===== config.mk =====
export PLATFORM = sky130hd
export DESIGN_NAME = irq_status_ctrl
export DESIGN_NICKNAME = d
export VERILOG_FILES = /design/src/rtl/irq_status_pkg.sv /design/src/rtl/irq_rst_sync.sv /design/src/rtl/irq_edge_rise.sv /design/src/rtl/irq_status_bank.sv /design/src/rtl/irq_reg_port.sv /design/src/rtl/irq_status_ctrl.sv
export SDC_FILE = /design/constraint.sdc
export NUM_CORES = 1
export LEC_CHECK = 0
export BUFFER_PORTS_ARGS = -buffer_cell sky130_fd_sc_hd__buf_2
export CORE_UTILIZATION = 40
export CTS_BUF_LIST = sky130_fd_sc_hd__clkbuf_4 sky130_fd_sc_hd__clkbuf_8
export CTS_CLUSTER_SIZE = 14
export DETAILED_ROUTE_END_ITERATION = 8
export GPL_ROUTABILITY_DRIVEN = 0
export PLACE_DENSITY = 0.8
export SETUP_SLACK_MARGIN = 0.02
export SLEW_MARGIN = 20
export SYNTH_ARGS = -nofsm -noshare
export SYNTH_HDL_FRONTEND = slang
export SYNTH_SLANG_ARGS = --single-unit

===== constraint.sdc =====
create_clock -name clk_i -period 1.45 [get_ports clk_i]
set_input_delay 0 -clock clk_i [delete_from_list [all_inputs] [get_ports clk_i]]
set_output_delay 0 -clock clk_i [all_outputs]
set_load 0.005 [all_outputs]

===== src/rtl/irq_status_pkg.sv =====
package irq_status_pkg;

  localparam int unsigned NUM_SRC_DEF = 5;
  localparam int unsigned DATA_W_DEF  = 32;
  localparam int unsigned ADDR_W_DEF  = 4;

  // Register map; software drivers decode these offsets
  localparam int unsigned ADDR_ENABLE = 0;
  localparam int unsigned ADDR_STATUS = 1;
  localparam int unsigned ADDR_CLEAR  = 2;

  typedef struct packed {
    logic en_we;
    logic set_we;
    logic clr_we;
  } wr_sel_t;

endpackage


===== src/rtl/irq_rst_sync.sv =====
module irq_rst_sync #(
  parameter int unsigned STAGES = 2
) (
  input  logic clk_i,
  input  logic rst_ni,
  output logic rst_no
);

  logic [STAGES-1:0] sync_q;
  logic [STAGES-1:0] sync_d;

  always_comb begin
    sync_d = {sync_q[STAGES-2:0], 1'b1};
  end

  always_ff @(posedge clk_i or negedge rst_ni) begin
    if (!rst_ni) sync_q <= '0;
    else         sync_q <= sync_d;
  end

  assign rst_no = sync_q[STAGES-1];

endmodule


===== src/rtl/irq_edge_rise.sv =====
module irq_edge_rise (
  input  logic clk_i,
  input  logic rst_ni,
  input  logic level_i,
  output logic rise_o
);

  logic level_q;

  always_ff @(posedge clk_i or negedge rst_ni) begin
    if (!rst_ni) level_q <= 1'b0;
    else         level_q <= level_i;
  end

  assign rise_o = level_i & ~level_q;

endmodule


===== src/rtl/irq_status_bank.sv =====
module irq_status_bank #(
  parameter int unsigned NUM_SRC = 5
) (
  input  logic               clk_i,
  input  logic               rst_ni,
  input  logic [NUM_SRC-1:0] hw_set_i,
  input  logic [NUM_SRC-1:0] sw_set_i,
  input  logic [NUM_SRC-1:0] sw_clr_i,
  output logic [NUM_SRC-1:0] stat_o
);

  for (genvar i = 0; i < NUM_SRC; i++) begin : g_bit
    logic bit_q;
    logic bit_d;
    logic bit_en;

    // Hardware set dominates a clear in the same cycle
    always_comb begin
      bit_en = hw_set_i[i] | sw_set_i[i] | sw_clr_i[i];
      bit_d  = bit_q;
      if (sw_clr_i[i])                bit_d = 1'b0;
      if (hw_set_i[i] | sw_set_i[i])  bit_d = 1'b1;
    end

    always_ff @(posedge clk_i or negedge rst_ni) begin
      if (!rst_ni)     bit_q <= 1'b0;
      else if (bit_en) bit_q <= bit_d;
    end

    assign stat_o[i] = bit_q;
  end

endmodule


===== src/rtl/irq_reg_port.sv =====
module irq_reg_port
  import irq_status_pkg::*;
#(
  parameter int unsigned NUM_SRC = 5,
  parameter int unsigned ADDR_W  = 4,
  parameter int unsigned DATA_W  = 32
) (
  input  logic               clk_i,
  input  logic               rst_ni,
  input  logic               wr_i,
  input  logic [ADDR_W-1:0]  addr_i,
  input  logic [NUM_SRC-1:0] wdata_i,
  input  logic [NUM_SRC-1:0] stat_i,
  input  logic               core_live_i,
  output logic [NUM_SRC-1:0] enable_o,
  output logic [NUM_SRC-1:0] set_o,
  output logic [NUM_SRC-1:0] clr_o,
  output logic [DATA_W-1:0]  rdata_o
);

  localparam int unsigned LIVE_BIT = DATA_W - 1;

  wr_sel_t            sel;
  logic [NUM_SRC-1:0] enable_q;
  logic [NUM_SRC-1:0] enable_d;

  always_comb begin
    sel.en_we  = wr_i && (addr_i == ADDR_W'(ADDR_ENABLE));
    sel.set_we = wr_i && (addr_i == ADDR_W'(ADDR_STATUS));
    sel.clr_we = wr_i && (addr_i == ADDR_W'(ADDR_CLEAR));
    enable_d   = wdata_i;
    set_o      = sel.set_we ? wdata_i : '0;
    clr_o      = sel.clr_we ? wdata_i : '0;
  end

  always_ff @(posedge clk_i or negedge rst_ni) begin
    if (!rst_ni)         enable_q <= '0;
    else if (sel.en_we)  enable_q <= enable_d;
  end

  always_comb begin
    rdata_o = '0;
    if (addr_i == ADDR_W'(ADDR_ENABLE)) begin
      rdata_o[NUM_SRC-1:0] = enable_q;
    end else if (addr_i == ADDR_W'(ADDR_STATUS)) begin
      rdata_o[NUM_SRC-1:0] = stat_i;
      rdata_o[LIVE_BIT]    = core_live_i;
    end
  end

  assign enable_o = enable_q;

endmodule


===== src/rtl/irq_status_ctrl.sv =====
module irq_status_ctrl
  import irq_status_pkg::*;
#(
  parameter int unsigned NUM_SRC = NUM_SRC_DEF,
  parameter int unsigned ADDR_W  = ADDR_W_DEF,
  parameter int unsigned DATA_W  = DATA_W_DEF
) (
  input  logic               clk_i,
  input  logic               rst_ni,
  input  logic               core_irq_i,
  input  logic [NUM_SRC-2:0] evt_i,
  input  logic               reg_wr_i,
  input  logic [ADDR_W-1:0]  reg_addr_i,
  input  logic [NUM_SRC-1:0] reg_wdata_i,
  output logic [DATA_W-1:0]  reg_rdata_o,
  output logic               irq_o
);

  logic               rst_sync_n;
  logic               core_rise;
  logic [NUM_SRC-1:0] evt_full;
  logic [NUM_SRC-1:0] stat_q;
  logic [NUM_SRC-1:0] mask_q;
  logic [NUM_SRC-1:0] sw_set;
  logic [NUM_SRC-1:0] sw_clr;

  irq_rst_sync #(.STAGES(2)) u_rst (
    .clk_i  (clk_i),
    .rst_ni (rst_ni),
    .rst_no (rst_sync_n)
  );

  irq_edge_rise u_core_edge (
    .clk_i   (clk_i),
    .rst_ni  (rst_sync_n),
    .level_i (core_irq_i),
    .rise_o  (core_rise)
  );

  assign evt_full = {evt_i, core_rise};

  irq_reg_port #(.NUM_SRC(NUM_SRC), .ADDR_W(ADDR_W), .DATA_W(DATA_W)) u_port (
    .clk_i       (clk_i),
    .rst_ni      (rst_sync_n),
    .wr_i        (reg_wr_i),
    .addr_i      (reg_addr_i),
    .wdata_i     (reg_wdata_i),
    .stat_i      (stat_q),
    .core_live_i (core_irq_i),
    .enable_o    (mask_q),
    .set_o       (sw_set),
    .clr_o       (sw_clr),
    .rdata_o     (reg_rdata_o)
  );

  irq_status_bank #(.NUM_SRC(NUM_SRC)) u_bank (
    .clk_i    (clk_i),
    .rst_ni   (rst_sync_n),
    .hw_set_i (evt_full),
    .sw_set_i (sw_set),
    .sw_clr_i (sw_clr),
    .stat_o   (stat_q)
  );

  assign irq_o = |(stat_q & mask_q);

endmodule


# Word level (Yosys, flattened, before mapping)
# Cells that the tools add are included.
# Widths: inputs -> output; s select.
# classes
muxes	16
n_bitwise	13
n_eq_ne	2
reduce_logical	15
# op_table
operator	count
$mux 5	4
$mux 1	12
$or 1x1->1	10
$reduce_and 2->1	5
$reduce_bool 2->1	5
$and 5x5->5	1
$reduce_or 5->1	1
$eq 4x1->1 const B	1
$eq 4x2->1 const B	1
$logic_not 4->1	1
$logic_and 1x1->1	3
$and 1x1->1	1
$not 1->1	1
# word_totals
inputBits	17
ff_bits	13

# Longest topological paths before layout
# Gate-level depths: netlist (run 1).
# depth
depth_word	6
ltp_mapped	4
depth_no_buf	3

# By module
# From an unflattened synthesis (run 1), not the netlist that was laid out.
# hier_totals
cells_unflattened	98
hier_area_um2	950.9
# modules_own_cells
module	cells_per_inst	n_inst	area_each_um2	seq_area_each_um2
irq_reg_port	65	1	611.8	125.1
irq_status_bank	25	1	225.2	125.1
irq_rst_sync	3	1	53.8	50.0
irq_edge_rise	2	1	38.8	25.0
irq_status_ctrl	3	1	21.3	0.0

# Worst setup path before layout (run 1)
# OpenSTA, ideal clock, no wires.
# synth_path
path_type	in2reg
start	in reg_addr_i[0]
end	reg u_bank.g_bit[0].bit_q
path_slack_ps	475
t_arrival_ps	849
path_buffers	1
setup_time_ps	126
path_stages	4
cell_sequence	buf_6 > nor4b_4 > nand3_1 > a221o_1
# synth_via
elab_chain_len	6
# synth_lines
item	line_no	source
start, declared	irq_status_ctrl.sv:13	input logic [ADDR_W-1:0] reg_addr_i,
$eq 4x1->1	irq_reg_port.sv:29	sel.set_we = wr_i && (addr_i == ADDR_W'(ADDR_STATUS));
$logic_and 1x1->1	irq_reg_port.sv:29	
$mux 5	irq_reg_port.sv:32	set_o = sel.set_we ? wdata_i : '0;
$or 1x1->1	irq_status_bank.sv:19, irq_status_bank.sv:22	
$reduce_bool 2->1 (no source line) / $or 1x1->1 (equally long branches)	n/a	
$reduce_and 2->1 (no source line)	n/a	
end signal, assigned	irq_status_bank.sv:27	else if (bit_en) bit_q <= bit_d;
end, declared	irq_status_bank.sv:13	logic bit_q;
# Parallel ways exist; a longest one is shown, timed or not.
# A chain may end at the register's enable or synchronous reset.

# Worst setup path after layout (run 1)
# layout_path
start	in reg_addr_i[0]
end	reg u_bank.g_bit[4].bit_q
# layout_via
elab_chain_len	6
# layout_lines
item	line_no
$eq 4x1->1	irq_reg_port.sv:29
$logic_and 1x1->1	irq_reg_port.sv:29
$mux 5	irq_reg_port.sv:32
$or 1x1->1	irq_status_bank.sv:19, irq_status_bank.sv:22
$reduce_bool 2->1 (no source line) / $or 1x1->1 (equally long branches)	n/a
$reduce_and 2->1 (no source line)	n/a
end signal, assigned	irq_status_bank.sv:27
end, declared	irq_status_bank.sv:13
# Parallel ways exist; a longest one is shown, timed or not.

==> results of run 1 <==
==> placed cells by master, fill, tap and decap left out, types with 2 or more instances in the layout <==
cell type and n:
a221o_1 5, conb_1 27, mux2_2 5, mux2i_1 5, clkbuf_4 3, and3_2 2
nand3_1 4, buf_2 23, dfrtp_1 13, nor2_1 5, buf_4 2, dlygate4sd3_1 12
==> cells by family after synthesis <==
kind of cell	after synthesis
mux	10
flops	13
compound gates	7
buf+inv	27
simple gates	18
other cells	2
==> layout make-up <==
| cell class | instances | share of cell area (%) |
|---|---|---|
| clock buffer | 3 | 2.19 |
| clock inverter | 1 | 0.487 |
| multi-input combinational | 62 | 38.1 |
| sequential | 13 | 31.6 |
| tap | 27 | 3.28 |
| timing repair buffer | 37 | 24.3 |
==> state kept, by name, indices dropped and copies added (netlist names) <==
signal and flops:
u_core_edge.level_q 1, u_bank.g_bit.bit_q 5, u_port.enable_o 5, u_rst.sync_q 2
==> worst paths after layout <==
kind	to	depth (start not counted)	from
setup / recovery	u_bank.g_bit[4].bit_q	5	reg_addr_i[0]
hold / removal	u_port.enable_o[4]	2	reg_wdata_i[4]
setup reg to reg	u_bank.g_bit[1].bit_q	2	u_bank.g_bit[1].bit_q
hold reg to reg	u_core_edge.level_q	0	u_rst.sync_q[1]
max in group asynchronous	u_bank.g_bit[2].bit_q	0	u_rst.sync_q[1]
min in group asynchronous	u_rst.sync_q[1]	2	rst_ni
==> power by group through the flow <==
stage / combinational [uW] / clock (uW) / sequential, uW
2_1_floorplan: 147 / 0 / 432
3_3_place_gp: 142 / 0 / 443
3_5_place_dp: 145 / 0 / 444
4_1_cts: 167 / 224 / 438
5_1_grt: 198 / 239 / 447
6_report: 173 / 222 / 441
==> critical path: cells and delay by family <==
kind	cells	cell delay, ps
compound gates	1	320
simple gates	2	490
buf+inv	2	740
==> layer usage <==
metal	wire (microns)	track usage [%]	vias up
li1	-	-	301
met1	671	20.2	297
met2	867	27.1	34
met3	80	2.31	5
met4	46	13.1	0
met5	0	0	-
==> stage by stage <==
stage                     power, uW  worst slack [ps]
after global placement          585               317
after CTS                       829              55.5
after detailed placement        589               291
after global routing            884              12.3
after floorplan                 579               475
final                           836              61.7
==> what timing repair did <==
item	in CTS	in global routing
resized for setup	0	1
hold buffers	13	0
endpoints found under the setup margin	0	4
buffers inserted	0	2
endpoints found under the hold margin	12	0
==> metrics.md, run 1 <==
| Metric | Value |
|---|---|
| Status | finished clean |
| Vias | 637 |
| Clock Latency Late Sink | 280 ps |
| Synth cell count leaders | buf_4, dfrtp_1 |
| Nets@finish | 134 |
| WL final | 1670 microns |
| Synth area leaders | dfrtp_1, buf_4, mux2_2 |
| Drt drc | 0 |
| GR Overflow Total | 0 |
| Max clock buf depth | 2 |
| Number of buffers created by CTS | 3 |
| Clock Pin Slew Worst Setup and Hold Paths | 80 ps |
| Ports | 50 |
| Synth Area in Simple Gates | 13.5% |
| Num rows | 16 |
| Switching Power | 237 uW |
| Synth top area share | 39.5% |
| Leading area contributor after synthesis | dfrtp_1 |
| Post-Layout Cell Count | 143 |
| Reg area | 325 sq um |
| Multi-input gate area | 392 sq um |
| YS warnings | 0 |
| # setup viols final | 0 |
| Startpoint Class | primary input |
| Setup Skew | 1.87 ps |
| First-pass GRT wire length | 2520 microns |
| Fillers | 180 |
| RSZ-0062 raised after global routing | true |
| Critical path type | in -> reg |
| Core box area | 0.00194 sq mm |
| Largest family of logic cells by synthesized area | buffers and inverters |
| Leak | 0.000503 uW |
| Adder-cell share of the synthesized area | 0% |
| Post-Synth XOR/XNOR Area | 0% |
| Crit path required time | 1620 ps |
| Total track usage | 16.9% |
| Slew Viols, Final | 0 |
| Vert. Die Dim | 47.4 microns |
| Synth Flop Type | dfrtp_1 |
| Vias in the first global route | 579 |
| Comb pwr share | 20.7% |
| Async SR Flop Fraction | 100% |
| EDFF count, synth | 0 |
| Post-synthesis area per instance | 10.7 sq um |
| Setup TNS | 0 ps |
| Sw Share | 28.3% |
| Max_cap viols | 0 |
| Dpl cell area | 861 sq um |
| Chip Width | 47.4 microns |
| Path type of the worst min-delay path | in -> reg |
| Clock root buffer | clkbuf_4 |
| DR pass1 iterations | 4 |
| Area delta synth->final | 24.7% |
| Initial antenna violation count | 0 |
| Worst path slowest cell | dlygate4sd3_1 |
| Max incr delay on CP | 560 ps |
| Clk sinks | 13 |
| Mux share of post-synthesis cell area | 12.9% |
| Worst Path Max Fanout | 9 |
| Clock period minus worst slack | 1390 ps |
| Fmax | 720 MHz |
| Drt via density | 4.45 |
| Synthesis-stage register bit count | 13 |
| Initial Utilization | 42.5% |
| 1st-iter DRT viols | 17 |
| H-tree levels | 1 |
| Post-synth cell types | 18 |
| Dpl cells | 125 |
| WHS | 12.3 ps |
| Antenna Cells | 0 |
| Crit-path cells | buf_2, nor4b_4, nand3_1, a221o_1, dlygate4sd3_1 |
| Share of cells above drive strength 1 | 32.8% |
| Post-Syn Instances | 77 |
| Average wire per standard cell | 11.7 microns |
| Pin count of the biggest net entering global routing | 12 |
| Mapped cell area | 825 sq um |
| Buffers on Ports | 23 |
| Fin util | 53.0% |
| Sequential share of power | 52.7% |
| Die area | 0.00225 sq mm |
| Period utilization | 95.7% |
| DP HPWL | 1130 microns |
| Arrival time of the worst setup path | 1550 ps |
| TritonCTS clock tree | built |
| Hold Fails Final Rpt | 0 |
| Internal power | 600 uW |
| Most common cell in the synthesized netlist | buf_4 |
| Post-route ant nets | 0 |
| Worst reg2reg setup slack | 60 ps |
| Clock power frac | 26.5% |
| Sequential-to-total area share from yosys stat | 39.5% |
| CP Capture Type | register |
| Peak VDD IR | 0.632 mV |
| Final instance area | 0.00103 sq mm |
| Synth Area in Compound Gates | 8.19% |
| Pwr Density | 813 mW/mm^2 |
Note: power is estimated with default switching activity, not from simulation.
==> inputs of run 2 (changes only) <==
ABC_AREA = 1   (was default)
PLACE_DENSITY = 0.78   (was 0.8)
clock period = 1.38 ns   (was 1.45 ns; I/O delays follow)
==> metrics.md, run 2 <==
| Metric | Value |
|---|---|
| Worst reg2reg setup slack | 530 ps (was 60 ps) |
| Leak | 0.000621 uW (was 0.000503 uW) |
| Most common cell after layout, fill and taps aside | conb_1 (unchanged) |
| TritonCTS clock tree | built (unchanged) |
| Peak VDD IR | 0.503 mV (was 0.632 mV) |
| Synthesis-stage register bit count | 13 (unchanged) |
| Sw Share | 28.9% (was 28.3%) |
| Core box area | 0.00219 sq mm (was 0.00194 sq mm) |
| WHS | 24.1 ps (was 12.3 ps) |
| Chip Width | 50.1 microns (was 47.4 microns) |
| Post-route ant nets | 0 (unchanged) |
| Post-Layout Cell Count | 180 (was 143) |
| Crit path required time | 1380 ps (was 1620 ps) |
| Num rows | 17 (was 16) |
| YS warnings | 0 (unchanged) |
| Tot Pwr | 874 uW (was 836 uW) |
| Initial Utilization | 42.3% (was 42.5%) |
| R2R cell count | 4 (was 2) |
| # setup viols final | 0 (unchanged) |
| Pin count of the biggest net entering global routing | 12 (unchanged) |
| Hold-critical path endpoint | u_port.enable_o[2] (was u_port.enable_o[4]) |
| Most common cell in the synthesized netlist | buf_4 (unchanged) |
| 1st-iter DRT viols | 19 (was 17) |
| Setup bufs post-CTS | 0 (unchanged) |
| Cell family with most CP delay | flip-flops (was buffers and inverters) |
| Clk sinks | 13 (unchanged) |
| Hold_sp | reg_wdata_i[2] (was reg_wdata_i[4]) |
| Nets@finish | 170 (was 134) |
| Setup Skew | 4.35 ps (was 1.87 ps) |
| Number of buffers created by CTS | 3 (unchanged) |
| Fmax | 884 MHz |
| Post-Syn Instances | 120 (was 77) |
| Arrival time of the worst setup path | 1130 ps (was 1550 ps) |
| Switching Power | 253 uW (was 237 uW) |
| Drt via density | 4.47 (was 4.45) |
| Initial antenna violation count | 0 (unchanged) |
| Slew Viols, Final | 0 (unchanged) |
| Startpoint Class | register (was primary input) |
| Synth top area share | 35.1% (was 39.5%) |
| Vert. Die Dim | 50.1 microns (was 47.4 microns) |
| WL final | 1770 microns (was 1670 microns) |
| RSZ-0062 raised after global routing | false (was true) |
| Commonest non-fill, non-tap cells in the layout | conb_1, buf_2, nand2_1, inv_1, dfrtp_1 (was conb_1, buf_2, dfrtp_1, dlygate4sd3_1) |
| Sequential-to-total area share from yosys stat | 35.1% (was 39.5%) |
| Post-synthesis area per instance | 7.72 sq um (was 10.7 sq um) |
| Setup TNS | 0 ps (unchanged) |
| Max clock buf depth | 2 (unchanged) |
| H-tree levels | 1 (unchanged) |
| Synth cell count leaders | buf_4, nand2_1, inv_1, dfrtp_1, nand4_1 (was buf_4, dfrtp_1) |
| Synth area leaders | dfrtp_1, buf_4, nand2_1 (was dfrtp_1, buf_4, mux2_2) |
| CP Capture Type | primary output (was register) |
| Clock power frac | 28.8% (was 26.5%) |
| Ports | 50 (unchanged) |
| Die area | 0.00251 sq mm (was 0.00225 sq mm) |
| Vias in the first global route | 702 (was 579) |
| Pwr Density | 822 mW/mm^2 (was 813 mW/mm^2) |
| Drt drc | 0 (unchanged) |
| Clock root buffer | clkbuf_4 (unchanged) |
| FF-to-FF Start | u_core_edge.level_q (was u_bank.g_bit[1].bit_q) |
| Buffers on Ports | 23 (unchanged) |
| Period utilization | 82.0% |
| Synth Flop Type | dfrtp_1 (unchanged) |
| EDFF count, synth | 0 (unchanged) |
| Hold Crit Depth | 3 (was 2) |
| Final instance area | 0.00106 sq mm (was 0.00103 sq mm) |
| Mapped cell area | 926 sq um (was 825 sq um) |
| Average wire per standard cell | 9.84 microns (was 11.7 microns) |
| DR pass1 iterations | 6 (was 4) |
| Comb pwr share | 20.8% (was 20.7%) |
| Status | finished clean (unchanged) |
| Clock Latency Late Sink | 270 ps (was 280 ps) |
| Crit-path cells | nand2_1, nand4_1, o21bai_1, buf_2 (was buf_2, nor4b_4, nand3_1, a221o_1, dlygate4sd3_1) |
| Critical path type | reg -> out (was in -> reg) |
| Async SR Flop Fraction | 100% (unchanged) |
| Post-synth cell types | 17 (was 18) |
| DP HPWL | 1410 microns (was 1130 microns) |
| Worst path slowest cell | dfrtp_1 (was dlygate4sd3_1) |
| Worst flop-to-flop path endpoint | u_bank.g_bit[0].bit_q (was u_bank.g_bit[1].bit_q) |
| Hold Fails Final Rpt | 0 (unchanged) |
| Clock Pin Slew Worst Setup and Hold Paths | 70 ps (was 80 ps) |
| Vias | 805 (was 637) |
| Dpl cells | 169 (was 125) |
| GR Overflow Total | 0 (unchanged) |
| Antenna Cells | 0 (unchanged) |
| Leading area contributor after synthesis | dfrtp_1 (unchanged) |
| Internal power | 621 uW (was 600 uW) |
| Path type of the worst min-delay path | in -> reg (unchanged) |
| Worst Path Max Fanout | 3 (was 9) |
| Max incr delay on CP | 410 ps (was 560 ps) |
| Dpl cell area | 963 sq um (was 861 sq um) |
| Total track usage | 15.3% (was 16.9%) |
| Worst Path Buf+Inv | 1 (was 2) |
| Sequential share of power | 50.3% (was 52.7%) |
| Area delta synth->final | 14.9% (was 24.7%) |
| Max_cap viols | 0 (unchanged) |
| Share of cells above drive strength 1 | 23.0% (was 32.8%) |
| First-pass GRT wire length | 2900 microns (was 2520 microns) |
| Clock period minus worst slack | 1130 ps |
==> run 2: cell types whose count changed after synthesis, moves of 2 or more <==
cell     previous run  this run
a21oi_1             0         5
and3_2              2         0
inv_1               0        17
mux2_2              5         0
a221o_1             5         0
nand4_1             0        11
o21ai_1             0         4
nand2_1             1        20
inv_2               0         2
mux2i_1             5         0
nor2_4              0         3
==> run 2: cell type report <==
cell class	instances	area, sq um
sequential	13	325
multi-input combinational	85	409
fill	229	1130
inverter	19	71.3
timing repair buffer	31	193
clock buffer	4	30.0
tap	28	35.0
==> run 2: how the worst max path moves through the flow <==
stage / from / to / cells after the start
finish: u_bank.g_bit[1].bit_q / irq_o / 4
global route: u_bank.g_bit[1].bit_q / irq_o / 4
CTS: u_bank.g_bit[1].bit_q / irq_o / 4
detailed placement: reg_addr_i[3] / u_port.enable_o[3] / 6
floorplan: u_core_edge.level_q / u_bank.g_bit[0].bit_q / 4
global placement: reg_addr_i[3] / u_port.enable_o[3] / 6
==> run 2: metal layers <==
| layer | wire length (microns) | global-route usage, % | vias up |
|---|---|---|---|
| met2 | 855 | 25.1 | 46 |
| met5 | 0 | 0 | - |
| met3 | 118 | 3.70 | 4 |
| li1 | - | - | 392 |
| met4 | 25 | 7.14 | 0 |
| met1 | 773 | 18.4 | 363 |
==> run 2: stage by stage <==
step | setup WS (ps) | utilization (%)
after floorplan | 580 | -
after global placement | 449 | 44.0
after detailed placement | 412 | 44.0
after CTS | 233 | 48.1
after global routing | 169 | 48.5
final | 248 | 48.5
==> run 2: worst register-to-register path, delay by kind of cell (launching register included) <==
kind	cells	cell delay, ps
DFF	1	360
and+or+nand+nor	3	400
buffers and inverters	1	30
==> run 2: cell families after synthesis <==
| logic type | after synthesis | synth area share (%) |
|---|---|---|
| other cells | 2 | 0.811 |
| flops | 13 | 35.1 |
| buf+inv | 47 | 30.8 |
| simple gates | 47 | 26.9 |
| compound gates | 11 | 6.35 |
==> run 2: power by group through the flow <==
stage	Clock, uW	Combinational, uW	Sequential (uW)
4_1_cts	261	179	441
6_report	252	182	440
2_1_floorplan	0	164	441
5_1_grt	288	205	447
3_5_place_dp	0	165	449
3_3_place_gp	0	161	446
==> run 2: repair_timing <==
action,CTS,global route
hold buffers,6,1
hold endpoints to repair,7,1
gates resized for setup,0,0
==> inputs of run 3 (changes only) <==
clock period = 1.05 ns   (was 1.38 ns; I/O delays follow)
==> metrics.md, run 3 (synthesis gave the netlist of run 2 again) <==
| Metric | Value |
|---|---|
| Status | finished, violations left (was finished clean) |
| Failing checks | negative setup slack |
| Setup Skew | 0.947 ps (was 4.35 ps) |
| 1st-iter DRT viols | 8 (was 19) |
| Core box area | 0.00219 sq mm (unchanged) |
| Clock root buffer | clkbuf_4 (unchanged) |
| Post-Layout Cell Count | 186 (was 180) |
| Crit-path cells | nand2_1, nand4_1, o21bai_1, buf_2 (unchanged) |
| Worst path slowest cell | dfrtp_1 (unchanged) |
| Max incr delay on CP | 400 ps (was 410 ps) |
| Clk sinks | 13 (unchanged) |
| Startpoint Class | register (unchanged) |
| Clock period minus worst slack | 1140 ps |
| Crit path required time | 1050 ps (was 1380 ps) |
| TritonCTS clock tree | built (unchanged) |
| RSZ-0062 raised after global routing | true (was false) |
| Path type of the worst min-delay path | in -> reg (unchanged) |
| Number of buffers created by CTS | 3 (unchanged) |
| Commonest non-fill, non-tap cells in the layout | conb_1, buf_2, nand2_1, inv_1, dfrtp_1 (unchanged) |
| Nets@finish | 176 (was 170) |
| Slew Viols, Final | 0 (unchanged) |
| Pwr Density | 1060 mW/mm^2 (was 822 mW/mm^2) |
| Pin count of the biggest net entering global routing | 12 (unchanged) |
| GR Overflow Total | 0 (unchanged) |
| Clock Latency Late Sink | 280 ps (was 270 ps) |
| Max clock buf depth | 2 (unchanged) |
| Final instance area | 0.00112 sq mm (was 0.00106 sq mm) |
| H-tree levels | 1 (unchanged) |
| Hold Fails Final Rpt | 0 (unchanged) |
| Share of cells above drive strength 1 | 27.8% (was 23.0%) |
| Initial antenna violation count | 0 (unchanged) |
| Total track usage | 17.0% (was 15.3%) |
| Area delta synth->final | 21.2% (was 14.9%) |
| Chip Width | 50.1 microns (unchanged) |
| # setup viols final | 3 (was 0) |
| Fmax | 878 MHz |
| Num rows | 17 (unchanged) |
| Critical path type | reg -> out (unchanged) |
| CP Capture Type | primary output (unchanged) |
| Leak | 0.000646 uW (was 0.000621 uW) |
| Vias | 833 (was 805) |
| First-pass GRT wire length | 3150 microns (was 2900 microns) |
| Post-route ant nets | 0 (unchanged) |
| Drt via density | 4.48 (was 4.47) |
| Vias in the first global route | 748 (was 702) |
| Arrival time of the worst setup path | 1140 ps (was 1130 ps) |
| Initial Utilization | 42.3% (unchanged) |
| Vert. Die Dim | 50.1 microns (unchanged) |
| Buffers on Ports | 23 (unchanged) |
| DR pass1 iterations | 4 (was 6) |
| Max_cap viols | 0 (unchanged) |
| WL final | 1870 microns (was 1770 microns) |
| Average wire per standard cell | 10.1 microns (was 9.84 microns) |
| Worst Path Max Fanout | 3 (unchanged) |
| Antenna Cells | 0 (unchanged) |
| DP HPWL | 1380 microns (was 1410 microns) |
| Drt drc | 0 (unchanged) |
| Dpl cell area | 971 sq um (was 963 sq um) |
| Fillers | 229 (unchanged) |
| Die area | 0.00251 sq mm (unchanged) |
| Dpl cells | 170 (was 169) |
| Clock Pin Slew Worst Setup and Hold Paths | 70 ps (about the same) |
| Period utilization | 109% |
| Worst setup margin | -89.3 ps (was 248 ps) |
| Most common cell after layout, fill and taps aside | conb_1 (unchanged) |
| Ports | 50 (unchanged) |
| Setup WS pre-CTS | 183 ps (was 412 ps) |
| Peak VDD IR | 1.01 mV (was 0.503 mV) |
[run 3: changes by cell type in the layout (fill, tap and decap cells not counted), sizes merged]
cell	delta
buf	+5
dlygate4sd3	+1
[run 3: path summary, 6_finish.rpt]
path	from	to	slack (ps)	depth (start not counted)
max	u_bank.g_bit[0].bit_q	irq_o	-90	4
min	reg_wdata_i[4]	u_port.enable_o[4]	10	3
max reg2reg	u_core_edge.level_q	u_bank.g_bit[0].bit_q	200	4
min reg2reg	u_rst.sync_q[1]	u_port.enable_o[2]	190	0
max in group asynchronous	u_rst.sync_q[1]	u_bank.g_bit[4].bit_q	550	0
min in group asynchronous	rst_ni	u_rst.sync_q[0]	20	2
[run 3: timing repair]
action	CTS	global route
hold buffers	8	0
endpoints found under the setup margin	1	6
resized for setup	0	4
pin swaps	1	4
hold endpoints to repair	9	0
setup buffers	1	3
[run 3: per-layer routing]
metal  GRT usage (%)  wire length (microns)  up-vias
li1                -                      -      401
met1            21.3                    783      384
met2            26.7                    935       46
met3            5.25                    138        2
met4            7.14                     17        0
met5               0                      0        -
[run 3: through the flow]
stage / total power, uW / utilization (%) / TNS (ps) / hold slack, ps
2_1_floorplan: 796 / - / 0 / -296
3_3_place_gp: 801 / 44.3 / 0 / -215
3_5_place_dp: 813 / 44.3 / 0 / -212
4_1_cts: 1180 / 49.7 / -114 / 2.61
5_1_grt: 1270 / 51.2 / -344 / 11.2
6_report: 1190 / 51.2 / -120 / 9.90
[run 3: report_power, final]
part / internal (uW) / total, uW / switching [uW] / leakage (uW)
clock network: 174 / 337 / 164 / 0.0000184
registers: 548 / 582 / 33.6 / 0.000132
logic: 114 / 267 / 153 / 0.000496
total: 836 / 1190 / 351 / 0.000646
[run 3: critical path, delay by kind of cell (launching register included)]
kind	cells	cell delay, ps
compound gates	1	160
simple gates	2	160
buf+inv	1	130
flops	1	400
[run 3: final cells by class]
type / instances / area, sq um / area share [%]
Multi-Input combinational cell: 85 / 420 / 37.5
Sequential cell: 13 / 325 / 29.0
Timing Repair Buffer: 37 / 240 / 21.4
Inverter: 19 / 71.3 / 6.35
Tap cell: 28 / 35.0 / 3.12
Clock buffer: 4 / 30.0 / 2.68
